<file path="config.mk">
export PLATFORM = sky130hd
export DESIGN_NAME = tmr_cc_chan
export DESIGN_NICKNAME = d
export VERILOG_FILES = /design/src/rtl/tmr_cc_pkg.sv /design/src/rtl/tmr_cc_edge.sv /design/src/rtl/tmr_cc_counter.sv /design/src/rtl/tmr_cc_chreg.sv /design/src/rtl/tmr_cc_chan.sv
export SDC_FILE = /design/constraint.sdc
export NUM_CORES = 1
export LEC_CHECK = 0
export BUFFER_PORTS_ARGS = -buffer_cell sky130_fd_sc_hd__buf_4
export CAP_MARGIN = 20
export CORE_AREA = 3 3 97 99
export CTS_CLUSTER_DIAMETER = 80
export CTS_CLUSTER_SIZE = 14
export DETAILED_ROUTE_END_ITERATION = 12
export DIE_AREA = 0 0 100 102
export GPL_TIMING_DRIVEN = 0
export PLACE_DENSITY = 0.61
export SLEW_MARGIN = 5
export SYNTH_ARGS = -nofsm -noshare
export SYNTH_HDL_FRONTEND = slang
export SYNTH_SLANG_ARGS = --single-unit
</file>
<file path="constraint.sdc">
create_clock -name clk_i -period 4.8 [get_ports clk_i]
set_clock_uncertainty 0.15 [all_clocks]
set_input_delay 0.96 -clock clk_i [delete_from_list [all_inputs] [get_ports clk_i]]
set_output_delay 0.96 -clock clk_i [all_outputs]
set_load 0.02 [all_outputs]
</file>
<file path="src/rtl/tmr_cc_pkg.sv">
package tmr_cc_pkg;

  typedef enum logic [1:0] {
    MODE_CMP      = 2'b00,
    MODE_CMP_BUF  = 2'b01,
    MODE_CAP      = 2'b10,
    MODE_CAP_DUAL = 2'b11
  } cc_mode_e;

  typedef struct packed {
    logic     run;
    logic     fall_sel;
    logic     load_on_match;
    logic     clr_on_match;
    cc_mode_e mode;
  } cc_ctrl_t;

  localparam int unsigned CTRL_W   = 6;
  localparam int unsigned INIT_BIT = 6;

  localparam logic [1:0] ADDR_CTRL = 2'd0;
  localparam logic [1:0] ADDR_CHAN = 2'd1;
  localparam logic [1:0] ADDR_CNT  = 2'd2;

endpackage

</file>
<file path="src/rtl/tmr_cc_edge.sv">
module tmr_cc_edge #(
  parameter int unsigned STAGES = 2
) (
  input  logic clk_i,
  input  logic rst_ni,
  input  logic pin_i,
  output logic rise_o,
  output logic fall_o
);

  // [STAGES-1] is the synchronised level, [STAGES] its previous value
  logic [STAGES:0] sh_q;

  always_ff @(posedge clk_i or negedge rst_ni) begin
    if (!rst_ni) sh_q <= '0;
    else         sh_q <= {sh_q[STAGES-1:0], pin_i};
  end

  assign rise_o = sh_q[STAGES-1] & ~sh_q[STAGES];
  assign fall_o = ~sh_q[STAGES-1] & sh_q[STAGES];

endmodule

</file>
<file path="src/rtl/tmr_cc_counter.sv">
module tmr_cc_counter #(
  parameter int unsigned W = 16
) (
  input  logic         clk_i,
  input  logic         rst_ni,
  input  logic         run_i,
  input  logic         zero_i,
  input  logic         mclr_i,
  output logic [W-1:0] cnt_o,
  output logic         wrap_o
);

  localparam logic [W-1:0] CNT_MAX = '1;
  localparam logic [W-1:0] CNT_ONE = {{(W-1){1'b0}}, 1'b1};

  logic [W-1:0] cnt_q;

  assign wrap_o = run_i && !mclr_i && (cnt_q == CNT_MAX);

  always_ff @(posedge clk_i or negedge rst_ni) begin
    if (!rst_ni)            cnt_q <= '0;
    else if (zero_i)        cnt_q <= '0;
    else if (run_i) begin
      if (mclr_i)           cnt_q <= '0;
      else                  cnt_q <= cnt_q + CNT_ONE;
    end
  end

  assign cnt_o = cnt_q;


  cnt_zero_chk: assert property (@(posedge clk_i) disable iff (!rst_ni)
    zero_i |=> cnt_q == '0);

  cnt_step_chk: assert property (@(posedge clk_i) disable iff (!rst_ni)
    (run_i && !zero_i && !mclr_i) |=> cnt_q == $past(cnt_q) + CNT_ONE);

  cnt_hold_chk: assert property (@(posedge clk_i) disable iff (!rst_ni)
    (!run_i && !zero_i) |=> $stable(cnt_q));

endmodule

</file>
<file path="src/rtl/tmr_cc_chreg.sv">
module tmr_cc_chreg #(
  parameter int unsigned W = 16
) (
  input  logic         clk_i,
  input  logic         rst_ni,
  input  logic         buffered_i,
  input  logic         wr_i,
  input  logic [W-1:0] wdata_i,
  input  logic         load_i,
  input  logic         cap_i,
  input  logic [W-1:0] cnt_i,
  output logic [W-1:0] live_o
);

  logic [W-1:0] live_q, hold_q;

  always_ff @(posedge clk_i or negedge rst_ni) begin
    if (!rst_ni)                  hold_q <= '0;
    else if (wr_i && buffered_i)  hold_q <= wdata_i;
  end

  always_ff @(posedge clk_i or negedge rst_ni) begin
    if (!rst_ni)                  live_q <= '0;
    else if (cap_i)               live_q <= cnt_i;
    else if (load_i)              live_q <= hold_q;
    else if (wr_i && !buffered_i) live_q <= wdata_i;
  end

  assign live_o = live_q;


  buf_wr_hold_chk: assert property (@(posedge clk_i) disable iff (!rst_ni)
    (wr_i && buffered_i && !load_i && !cap_i) |=> $stable(live_q));

  load_src_chk: assert property (@(posedge clk_i) disable iff (!rst_ni)
    (load_i && !cap_i) |=> live_q == $past(hold_q));

  cap_val_chk: assert property (@(posedge clk_i) disable iff (!rst_ni)
    cap_i |=> live_q == $past(cnt_i));

endmodule

</file>
<file path="src/rtl/tmr_cc_chan.sv">
module tmr_cc_chan
  import tmr_cc_pkg::*;
#(
  parameter int unsigned CNT_W    = 16,
  parameter int unsigned SYNC_STG = 2
) (
  input  logic             clk_i,
  input  logic             rst_ni,
  input  logic             req_i,
  input  logic             we_i,
  input  logic [1:0]       addr_i,
  input  logic [CNT_W-1:0] wdata_i,
  output logic [CNT_W-1:0] rdata_o,
  input  logic             cap_i,
  output logic             irq_o
);

  cc_ctrl_t         ctrl_q;
  logic             wr_ctrl, wr_chan, init_stb;
  logic             is_cmp, is_buf, match, mclr, wrap, load_evt, zero_req;
  logic             rise, fall, cap_evt, irq_q;
  logic [CNT_W-1:0] cnt, live;

  assign wr_ctrl  = req_i && we_i && (addr_i == ADDR_CTRL);
  assign wr_chan  = req_i && we_i && (addr_i == ADDR_CHAN);
  assign init_stb = wr_ctrl && wdata_i[INIT_BIT];

  always_ff @(posedge clk_i or negedge rst_ni) begin
    if (!rst_ni)      ctrl_q <= '0;
    else if (wr_ctrl) ctrl_q <= cc_ctrl_t'(wdata_i[CTRL_W-1:0]);
  end

  assign is_buf = (ctrl_q.mode == MODE_CMP_BUF);
  assign is_cmp = (ctrl_q.mode == MODE_CMP) || is_buf;
  assign match  = is_cmp && ctrl_q.run && (cnt == live);
  assign mclr   = match && ctrl_q.clr_on_match;

  // reload source picked by load_on_match; init always reloads
  assign load_evt = is_buf && (init_stb || (ctrl_q.load_on_match ? match : wrap));
  assign zero_req = init_stb || load_evt;

  always_comb begin
    unique case (ctrl_q.mode)
      MODE_CAP:      cap_evt = ctrl_q.fall_sel ? fall : rise;
      MODE_CAP_DUAL: cap_evt = rise || fall;
      default:       cap_evt = 1'b0;
    endcase
  end

  tmr_cc_edge #(.STAGES(SYNC_STG)) u_edge (
    .clk_i  (clk_i),
    .rst_ni (rst_ni),
    .pin_i  (cap_i),
    .rise_o (rise),
    .fall_o (fall)
  );

  tmr_cc_counter #(.W(CNT_W)) u_cnt (
    .clk_i  (clk_i),
    .rst_ni (rst_ni),
    .run_i  (ctrl_q.run),
    .zero_i (zero_req),
    .mclr_i (mclr),
    .cnt_o  (cnt),
    .wrap_o (wrap)
  );

  tmr_cc_chreg #(.W(CNT_W)) u_chreg (
    .clk_i      (clk_i),
    .rst_ni     (rst_ni),
    .buffered_i (is_buf),
    .wr_i       (wr_chan),
    .wdata_i    (wdata_i),
    .load_i     (load_evt),
    .cap_i      (cap_evt),
    .cnt_i      (cnt),
    .live_o     (live)
  );

  always_ff @(posedge clk_i or negedge rst_ni) begin
    if (!rst_ni) irq_q <= 1'b0;
    else         irq_q <= match || cap_evt;
  end

  assign irq_o = irq_q;

  always_comb begin
    unique case (addr_i)
      ADDR_CTRL: rdata_o = CNT_W'(ctrl_q);
      ADDR_CHAN: rdata_o = live;
      ADDR_CNT:  rdata_o = cnt;
      default:   rdata_o = '0;
    endcase
  end


  cmp_irq_chk: assert property (@(posedge clk_i) disable iff (!rst_ni)
    match |=> irq_o);

  irq_cause_chk: assert property (@(posedge clk_i) disable iff (!rst_ni)
    $rose(irq_o) |-> $past(match || cap_evt));

  cap_irq_chk: assert property (@(posedge clk_i) disable iff (!rst_ni)
    cap_evt |=> irq_o);

  load_zero_chk: assert property (@(posedge clk_i) disable iff (!rst_ni)
    load_evt |=> rdata_o == '0 || addr_i != ADDR_CNT);

endmodule

</file>
==> flow_metrics.tcl, run 1 <==
set metrics [dict create \
    status "complete, no violations" \
    tightest_slew_ps 850 \
    holdPathEnd "u_edge.sh_q[1]$_DFF_PN0_" \
    drv_slew 0 \
    synth_seq_cells 58 \
    clkTransAtPathRegs_ps 70 \
    grt_pass1_wl_um 15300 \
    clock_latency_ps 340 \
    ff2ff_path_depth 9 \
    path_class "in2out" \
    vias 2837 \
    gr-total-overflow 0 \
    place_hpwl_um 6670 \
    syn_avg_cell_area_um2 10.1 \
    layout_commonest_cell "dfrtp_1" \
    io_pins 40 \
    drv_cap 0 \
    gp_congestion 0.885 \
    netSwitchingPower_w 0.000752 \
    die_area_mm2 0.0102 \
    rrSetupSlack_ps 1630 \
    internal_power_w 0.00126 \
    route.antenna.remaining_nets 0 \
    first_iter_violations 164 \
    vias_per_cell 5.63 \
    power.density_mw_per_mm2 490 \
    cts.sinks 58 \
    ys_seq_area_frac 0.420 \
    ys.flop_type "dfrtp_1" \
    cp_max_fo 10 \
    start_util 0.401 \
    stdcell_count 504 \
    setup-violations-final 0 \
    htreeDepth 3 \
    cts-root-buf "clkbuf_8" \
    yosysTopAreaCell "dfrtp_1" \
    layout-drive-gt1-share 0.290 \
    antenna_found_initial 0 \
    routed_wl_um 9330 \
    rows 34 \
    grt_usage 0.194 \
    sw_frac_of_total 0.375 \
    tritoncts "built" \
    post-route-period-util 0.791 \
    utilization 0.474 \
    min_path_cells 0 \
    synth_top_area_frac 0.420 \
    startpoint "addr_i[1]" \
    clock_power_share 0.250 \
    clockBufferDepth 2 \
    fin_crit_ps 3800 \
    hp-start "u_edge.sh_q[0]$_DFF_PN0_" \
    p_comb_frac 0.365 \
    p_total_w 0.00201 \
    synthDistinctLibCells 50 \
    synth.top_cells.by_area "dfrtp_1 (42%), mux2_2 (7.2%), o32ai_2 (4.7%), xnor2_1 (4.1%), nand2_1 (4.0%)" \
    slew_headroom 0.433 \
    met2_usage 0.303 \
    p_seq_frac 0.385 \
    reg2reg_from "u_cnt.cnt_o[1]$_DFFE_PN0P_" \
    wl_per_cell_um 18.5 \
    hold_viol 0 \
    hold_path.class "reg2reg" \
    power_leakage_nw 1.79 \
    timing.fmax_mhz 263 \
    use_met3 0.0423 \
    synthCells 343 \
    grt_busiest_layer "met2" \
    die_w_um 100 \
    async_reset_ff_frac 1.00 \
    end_kind "output pin" \
    ir_drop_mv 0.272 \
    crit_arrival_ps 2690 \
    grt_max_degree 59 \
    postCtsHoldBufs 0 \
    setup_ws_ps 1000 \
    dp_cells 489 \
    ys_warn_count 0 \
    insertedDiodeCount 0 \
    cts_repair_resize_count 0 \
    nets 418 \
    critPathLaunchType "primary input" \
    cts_buffers 9 \
    dieHeight_um 102 \
    grtUsageMet1 0.268 \
    cts_setup_buffers 0 \
    rr_endpoint "u_chreg.live_o[8]$_DFFE_PN0P_" \
    core_area_mm2 0.00864 \
    grt_pass1_vias 2962 \
    grt_setup_unrepaired "false" \
    synth_edf_count 0 \
    fin_setup_tns_ps 0 \
    drt_pass1_iterations 4 \
    areaGrowthSynthToFinish_pct 18.4 \
    mostFrequentLayoutCells "dfrtp_1 (58), buf_4 (38), nand2_1 (37)" \
    io_buffers 37 \
    drcViolationCount 0 \
    cp.required_ps 3690 \
    synth_area_mm2 0.00346 \
    dp_slack_ps 1010 \
    syn_nets 369 \
]
[metal layers]
| metal | routed length (um) | share of wire |
|---|---|---|
| met5 | 0 | 0 |
| met4 | 103 | 0.011 |
| met3 | 363 | 0.039 |
| met2 | 4450 | 0.48 |
| met1 | 4410 | 0.47 |
[power groups by stage]
stage / Combinational (W) / Sequential [W] / Clock (W)
3_5_place_dp: 0.000730 / 0.000777 / 0
5_1_grt: 0.000802 / 0.000791 / 0.000534
6_report: 0.000733 / 0.000774 / 0.000502
2_1_floorplan: 0.000536 / 0.000738 / 0
4_1_cts: 0.000731 / 0.000772 / 0.000512
3_3_place_gp: 0.000716 / 0.000776 / 0
[cell usage after synthesis (3+ instances only)]
master     n
xor2_1     9
nor2b_1    3
o21ai_0   13
a22o_1    10
o32ai_1    6
mux2i_1    6
buf_2      9
o31ai_1    5
a21o_1     5
nor3_1     7
nand3_1    9
mux2_2    22
clkbuf_1  13
ha_1       3
and3_1     3
nor2_1    34
dfrtp_1   58
o32ai_2   10
inv_1      6
a21oi_1    3
xnor2_1   16
o31ai_2   10
nand4_1    9
buf_6      3
nand2_1   37
[how the worst max path moves through the flow]
stage	to	slack, ps	cells after the start
after detailed placement	rdata_o[5]	1010	7
after global routing	rdata_o[4]	890	7
after CTS	rdata_o[5]	1010	7
after global placement	u_cnt.cnt_o[13]$_DFFE_PN0P_	940	8
after floorplan	rdata_o[0]	1560	6
final	rdata_o[1]	1000	7
[worst max-delay path: stages]
cell and delay (ps):
clkbuf_1 300, nor2b_1 180, clkbuf_1 340, clkbuf_1 480, nand2_1 110, o21ai_0 120, buf_4 190
[metrics by stage]
stage,hold slack [ps],instance area (um^2)
detailed placement,186,3880
global route,207,4100
floorplan,181,3460
CTS,202,4100
finish,200,4100
global placement,183,3870
[final cells by class]
cell class | instances | area, um^2
Sequential cell | 58 | 1450
Multi-Input combinational cell | 251 | 1850
Buffer | 28 | 140
Tap cell | 108 | 135
Clock buffer | 10 | 138
Inverter | 6 | 22.5
Timing Repair Buffer | 38 | 285
Clock inverter | 5 | 78.8
Fill cell | 814 | 4540
[state kept, by name (all words and copies together) (netlist names)]
signal and flops:
u_edge.sh_q 3, ctrl_q 6, u_chreg.live_o 16, u_chreg.hold_q 16, u_cnt.cnt_o 16, irq_o 1
[logic make-up after synthesis]
| family | count (synthesis) | synth area share |
|---|---|---|
| buffers and inverters | 34 | 0.0470 |
| AO/OA/AOI/OAI | 73 | 0.196 |
| adder cells (fa/ha/maj) | 3 | 0.0109 |
| XOR/XNOR | 25 | 0.0633 |
| AND/OR/NAND/NOR | 122 | 0.174 |
| flip-flops | 58 | 0.420 |
| multiplexers | 28 | 0.0890 |
Power figures use the tool's default switching activity.
==> inputs of run 2 (changes only) <==
PLACE_DENSITY = 0.63   (was 0.61)
clock period = 3.22 ns   (was 4.8 ns; I/O delays follow)
==> flow_metrics.tcl, run 2 (same netlist as run 1, synthesis figures left out) <==
set metrics [dict create \
    place_hpwl_um 6690 \
    post-route-period-util 0.949 \
    mostFrequentLayoutCells "dfrtp_1 (56), buf_4 (38), nand2_1 (37)" \
    cts.sinks 58 \
    rows 34 \
    grt_setup_unrepaired "false" \
    critPathLaunchType "register" \
    ir_drop_mv 0.488 \
    rrSetupSlack_ps 160 \
    cts_repair_resize_count 0 \
    fin_setup_tns_ps 0 \
    grtUsageMet1 0.267 \
    dp_slack_ps -61.7 \
    drt_pass1_iterations 4 \
    crit_arrival_ps 3120 \
    gr-total-overflow 0 \
    layout_commonest_cell "dfrtp_1" \
    route.antenna.remaining_nets 0 \
    vias_per_cell 5.70 \
    grt_busiest_layer "met2" \
    antenna_found_initial 0 \
    grt_pass1_wl_um 15000 \
    cts_buffers 9 \
    setup-violations-final 0 \
    reg2reg_from "u_cnt.cnt_o[0]$_DFFE_PN0P_" \
    postCtsHoldBufs 0 \
    wl_per_cell_um 18.6 \
    end_kind "register" \
    cp_max_fo 10 \
    insertedDiodeCount 0 \
    cp.required_ps 3290 \
    path_class "reg2reg" \
    io_pins 40 \
    grt_usage 0.191 \
    layout-drive-gt1-share 0.301 \
    core_area_mm2 0.00864 \
    gp_congestion 0.874 \
    drv_slew 0 \
    grt_pass1_vias 2776 \
    power_leakage_nw 1.79 \
    path_cells "ha_1 -> nand2_1 -> or3_4 -> or4_4 -> a31o_1 -> and3_4 -> buf_6 -> buf_6 -> o32ai_2 -> o31ai_2" \
    areaGrowthSynthToFinish_pct 18.6 \
    clkTransAtPathRegs_ps 70 \
    die_area_mm2 0.0102 \
    dieHeight_um 102 \
    start_util 0.401 \
    ff2ff_path_depth 10 \
    clockBufferDepth 2 \
    drv_cap 0 \
    grt_max_degree 59 \
    use_met3 0.0403 \
    io_buffers 37 \
    cp_slowest_cell "or4_4" \
    first_iter_violations 149 \
    fillers 809 \
    routed_wl_um 9390 \
    clock_latency_ps 340 \
    postLayoutCellArea_mm2 0.00410 \
    rr_endpoint "u_chreg.live_o[13]$_DFFE_PN0P_" \
    tightest_slew_ps 834 \
    hold_viol 0 \
    die_w_um 100 \
    hold_path.class "in2async" \
    cts_setup_buffers 0 \
    vias 2874 \
    htreeDepth 3 \
    met2_usage 0.298 \
    power.density_mw_per_mm2 722 \
    fin_crit_ps 3060 \
    nets 418 \
    tritoncts "built" \
    slew_headroom 0.444 \
    drcViolationCount 0 \
    path_common_cell "buf_6" \
    critical_path.max_stage_delay_ps 530 \
    cts-root-buf "clkbuf_8" \
    post_dp_cell_area_mm2 0.00388 \
    status "complete, no violations" \
    setup_ws_ps 164 \
    timing.fmax_mhz 327 \
]
-- run 2: changes by cell type in the layout (fill, tap and decap cells not counted), sizes merged --
cell,previous run,this run
bufinv,2,1
clkinv,3,1
clkbuf,24,27
-- run 2: final cells by class --
type	count	area, um^2	share of cell area
Clock buffer	13	169	0.0412
Inverter	6	22.5	0.00549
Tap cell	108	135	0.0329
Sequential cell	58	1450	0.354
Timing Repair Buffer	38	285	0.0696
Multi-Input combinational cell	251	1860	0.453
Buffer	28	144	0.0351
Clock inverter	2	35.0	0.00854
-- run 2: worst max-delay path by stage --
stage                               start                        endpoint  depth (start not counted)
6_report       u_cnt.cnt_o[0]$_DFFE_PN0P_  u_chreg.live_o[13]$_DFFE_PN0P_                         10
5_1_grt        u_cnt.cnt_o[0]$_DFFE_PN0P_   u_chreg.live_o[9]$_DFFE_PN0P_                         10
4_1_cts                         addr_i[1]                      rdata_o[5]                          7
3_5_place_dp                    addr_i[0]     u_cnt.cnt_o[13]$_DFFE_PN0P_                          9
3_3_place_gp                    addr_i[0]     u_cnt.cnt_o[13]$_DFFE_PN0P_                          8
2_1_floorplan                   addr_i[0]     u_cnt.cnt_o[11]$_DFFE_PN0P_                          8
-- run 2: metal layers --
metal,routed length (um),vias up
met2,4520,79
li1,-,1338
met4,157,0
met1,4230,1444
met3,474,13
met5,0,-
-- run 2: power breakdown --
part | internal (W) | switching, W | leakage, nW | total, W
clock | 0.000416 | 0.000290 | 0.106 | 0.000706
sequential | 0.000947 | 0.000211 | 0.738 | 0.00116
combinational | 0.000481 | 0.000616 | 0.950 | 0.00110
-- run 2: worst max-delay path, delay by kind of cell, from the launching register on --
family / cells / cell delay (ps)
AND/OR/NAND/NOR: 4 / 1230
adder cells (fa/ha/maj): 1 / 200
buffers and inverters: 2 / 280
flip-flops: 1 / 470
AO/OA/AOI/OAI: 3 / 600
-- run 2: per-stage QoR --
step,total power (W),util,std cells,hold WS [ps]
6_report,0.00296,0.475,504,197
5_1_grt,0.00313,0.475,504,204
4_1_cts,0.00296,0.473,504,202
3_5_place_dp,0.00225,0.449,489,187
3_3_place_gp,0.00222,0.448,488,184
2_1_floorplan,0.00190,-,343,181
==> inputs of run 3 (changes only) <==
CORE_AREA = 2 2 91 93   (was 3 3 97 99)
DIE_AREA = 0 0 93 95   (was 0 0 100 102)
PLACE_DENSITY = 0.69   (was 0.63)
==> flow_metrics.tcl, run 3 (same netlist as run 1, synthesis figures left out) <==
set metrics [dict create \
    status "complete, no violations" \
    startpoint "u_edge.sh_q[1]$_DFF_PN0_" \
    layout.area.seq_mm2 0.00145 \
    drv_slew 0 \
    clockBufferDepth 2 \
    postCtsHoldBufs 0 \
    htreeDepth 3 \
    hold_viol 0 \
    drv_cap 0 \
    cts_repair_resize_count 0 \
    cp_slowest_cell "buf_1" \
    nets 418 \
    end_kind "register" \
    p_total_w 0.00293 \
    post_dp_cell_area_mm2 0.00388 \
    io_buffers 37 \
    gp_congestion 0.931 \
    antenna_found_initial 0 \
    core_area_mm2 0.00793 \
    whs_ps 205 \
    critical_path.max_stage_delay_ps 650 \
    drt_pass1_iterations 5 \
    power.density_mw_per_mm2 717 \
    rrSetupSlack_ps 100 \
    rr_endpoint "u_chreg.live_o[13]$_DFFE_PN0P_" \
    layout_commonest_cell "dfrtp_1" \
    rows 33 \
    start_util 0.436 \
    multi_input_area_mm2 0.00186 \
    dieHeight_um 95 \
    slew_headroom 0.451 \
    dp_slack_ps -15.8 \
    cts-root-buf "clkbuf_8" \
    timing.fmax_mhz 321 \
    ir_drop_mv 0.372 \
    post-route-period-util 0.968 \
    reg2reg_from "u_edge.sh_q[1]$_DFF_PN0_" \
    mostFrequentLayoutCells "dfrtp_1 (56), buf_4 (38), nand2_1 (37)" \
    vias_per_cell 5.91 \
    first_iter_violations 261 \
    die_w_um 93 \
    power_leakage_nw 1.77 \
    postLayoutCellArea_mm2 0.00409 \
    cp.required_ps 3330 \
    critPathLaunchType "register" \
    grt_pass1_wl_um 15000 \
    setup-violations-final 0 \
    cts.sinks 58 \
    setup_ws_ps 102 \
    grt_usage 0.223 \
    grt_max_degree 59 \
    cts_setup_buffers 0 \
    vias 2967 \
    ff2ff_path_depth 8 \
    path_delay_family "buffers and inverters" \
    clkTransAtPathRegs_ps 70 \
    crit_arrival_ps 3230 \
    utilization 0.515 \
    place_hpwl_um 6520 \
    clock_latency_ps 350 \
    grt_pass1_vias 2912 \
    crit_end "u_chreg.live_o[13]$_DFFE_PN0P_" \
    die_area_mm2 0.00884 \
    insertedDiodeCount 0 \
    io_pins 40 \
    hold_path.class "in2async" \
    wl_per_cell_um 18.4 \
    route.antenna.remaining_nets 0 \
    cts_buffers 9 \
    fin_crit_ps 3120 \
    fillers 730 \
    tritoncts "built" \
    layout-drive-gt1-share 0.297 \
    routed_wl_um 9250 \
    cp.depth 8 \
    cp_max_fo 10 \
    gr-total-overflow 0 \
    path_class "reg2reg" \
    drcViolationCount 0 \
    crit_buf_inv 3 \
    areaGrowthSynthToFinish_pct 18.1 \
    tightest_slew_ps 818 \
    path_cells "inv_1 -> ha_1 -> mux2_2 -> o211ai_1 -> clkbuf_1 -> buf_1 -> o32ai_2 -> o31ai_2" \
]
[run 3: per-stage QoR]
step	TNS, ps	instances
after floorplan	0	343
after global placement	-4200	485
after detailed placement	-33.9	486
after CTS	0	502
after global routing	-27.1	502
final	0	502
[run 3: layout make-up]
cell class | count | area share
Sequential cell | 58 | 0.356
Clock inverter | 6 | 0.0165
Buffer | 28 | 0.0346
Inverter | 6 | 0.00551
Timing Repair Buffer | 38 | 0.0698
Multi-Input combinational cell | 251 | 0.454
Tap cell | 105 | 0.0321
Clock buffer | 10 | 0.0312
[run 3: per-layer routing]
| layer | GRT usage | wire (um) | up-vias |
|---|---|---|---|
| li1 | - | - | 1342 |
| met1 | 0.301 | 3930 | 1439 |
| met2 | 0.340 | 4320 | 159 |
| met3 | 0.0551 | 730 | 27 |
| met4 | 0.104 | 277 | 0 |
| met5 | 0 | 0 | - |
[run 3: worst min-delay path by stage]
stage / end / slack [ps] / from / depth (start not counted)
floorplan: u_edge.sh_q[1]$_DFF_PN0_ / 180 / u_edge.sh_q[0]$_DFF_PN0_ / 0
global placement: u_edge.sh_q[1]$_DFF_PN0_ / 190 / u_edge.sh_q[0]$_DFF_PN0_ / 0
detailed placement: u_edge.sh_q[1]$_DFF_PN0_ / 190 / u_edge.sh_q[0]$_DFF_PN0_ / 0
CTS: u_edge.sh_q[1]$_DFF_PN0_ / 210 / u_edge.sh_q[0]$_DFF_PN0_ / 0
global route: u_edge.sh_q[1]$_DFF_PN0_ / 220 / u_edge.sh_q[0]$_DFF_PN0_ / 0
finish: u_chreg.live_o[14]$_DFFE_PN0P_ / 200 / rst_ni / 1
[run 3: power breakdown]
group | switching, W | leakage (nW) | internal, W | total, W
Clock | 0.000310 | 0.0925 | 0.000358 | 0.000668
Sequential | 0.000211 | 0.738 | 0.000946 | 0.00116
Combinational | 0.000624 | 0.944 | 0.000480 | 0.00110
Total | 0.00115 | 1.77 | 0.00178 | 0.00293
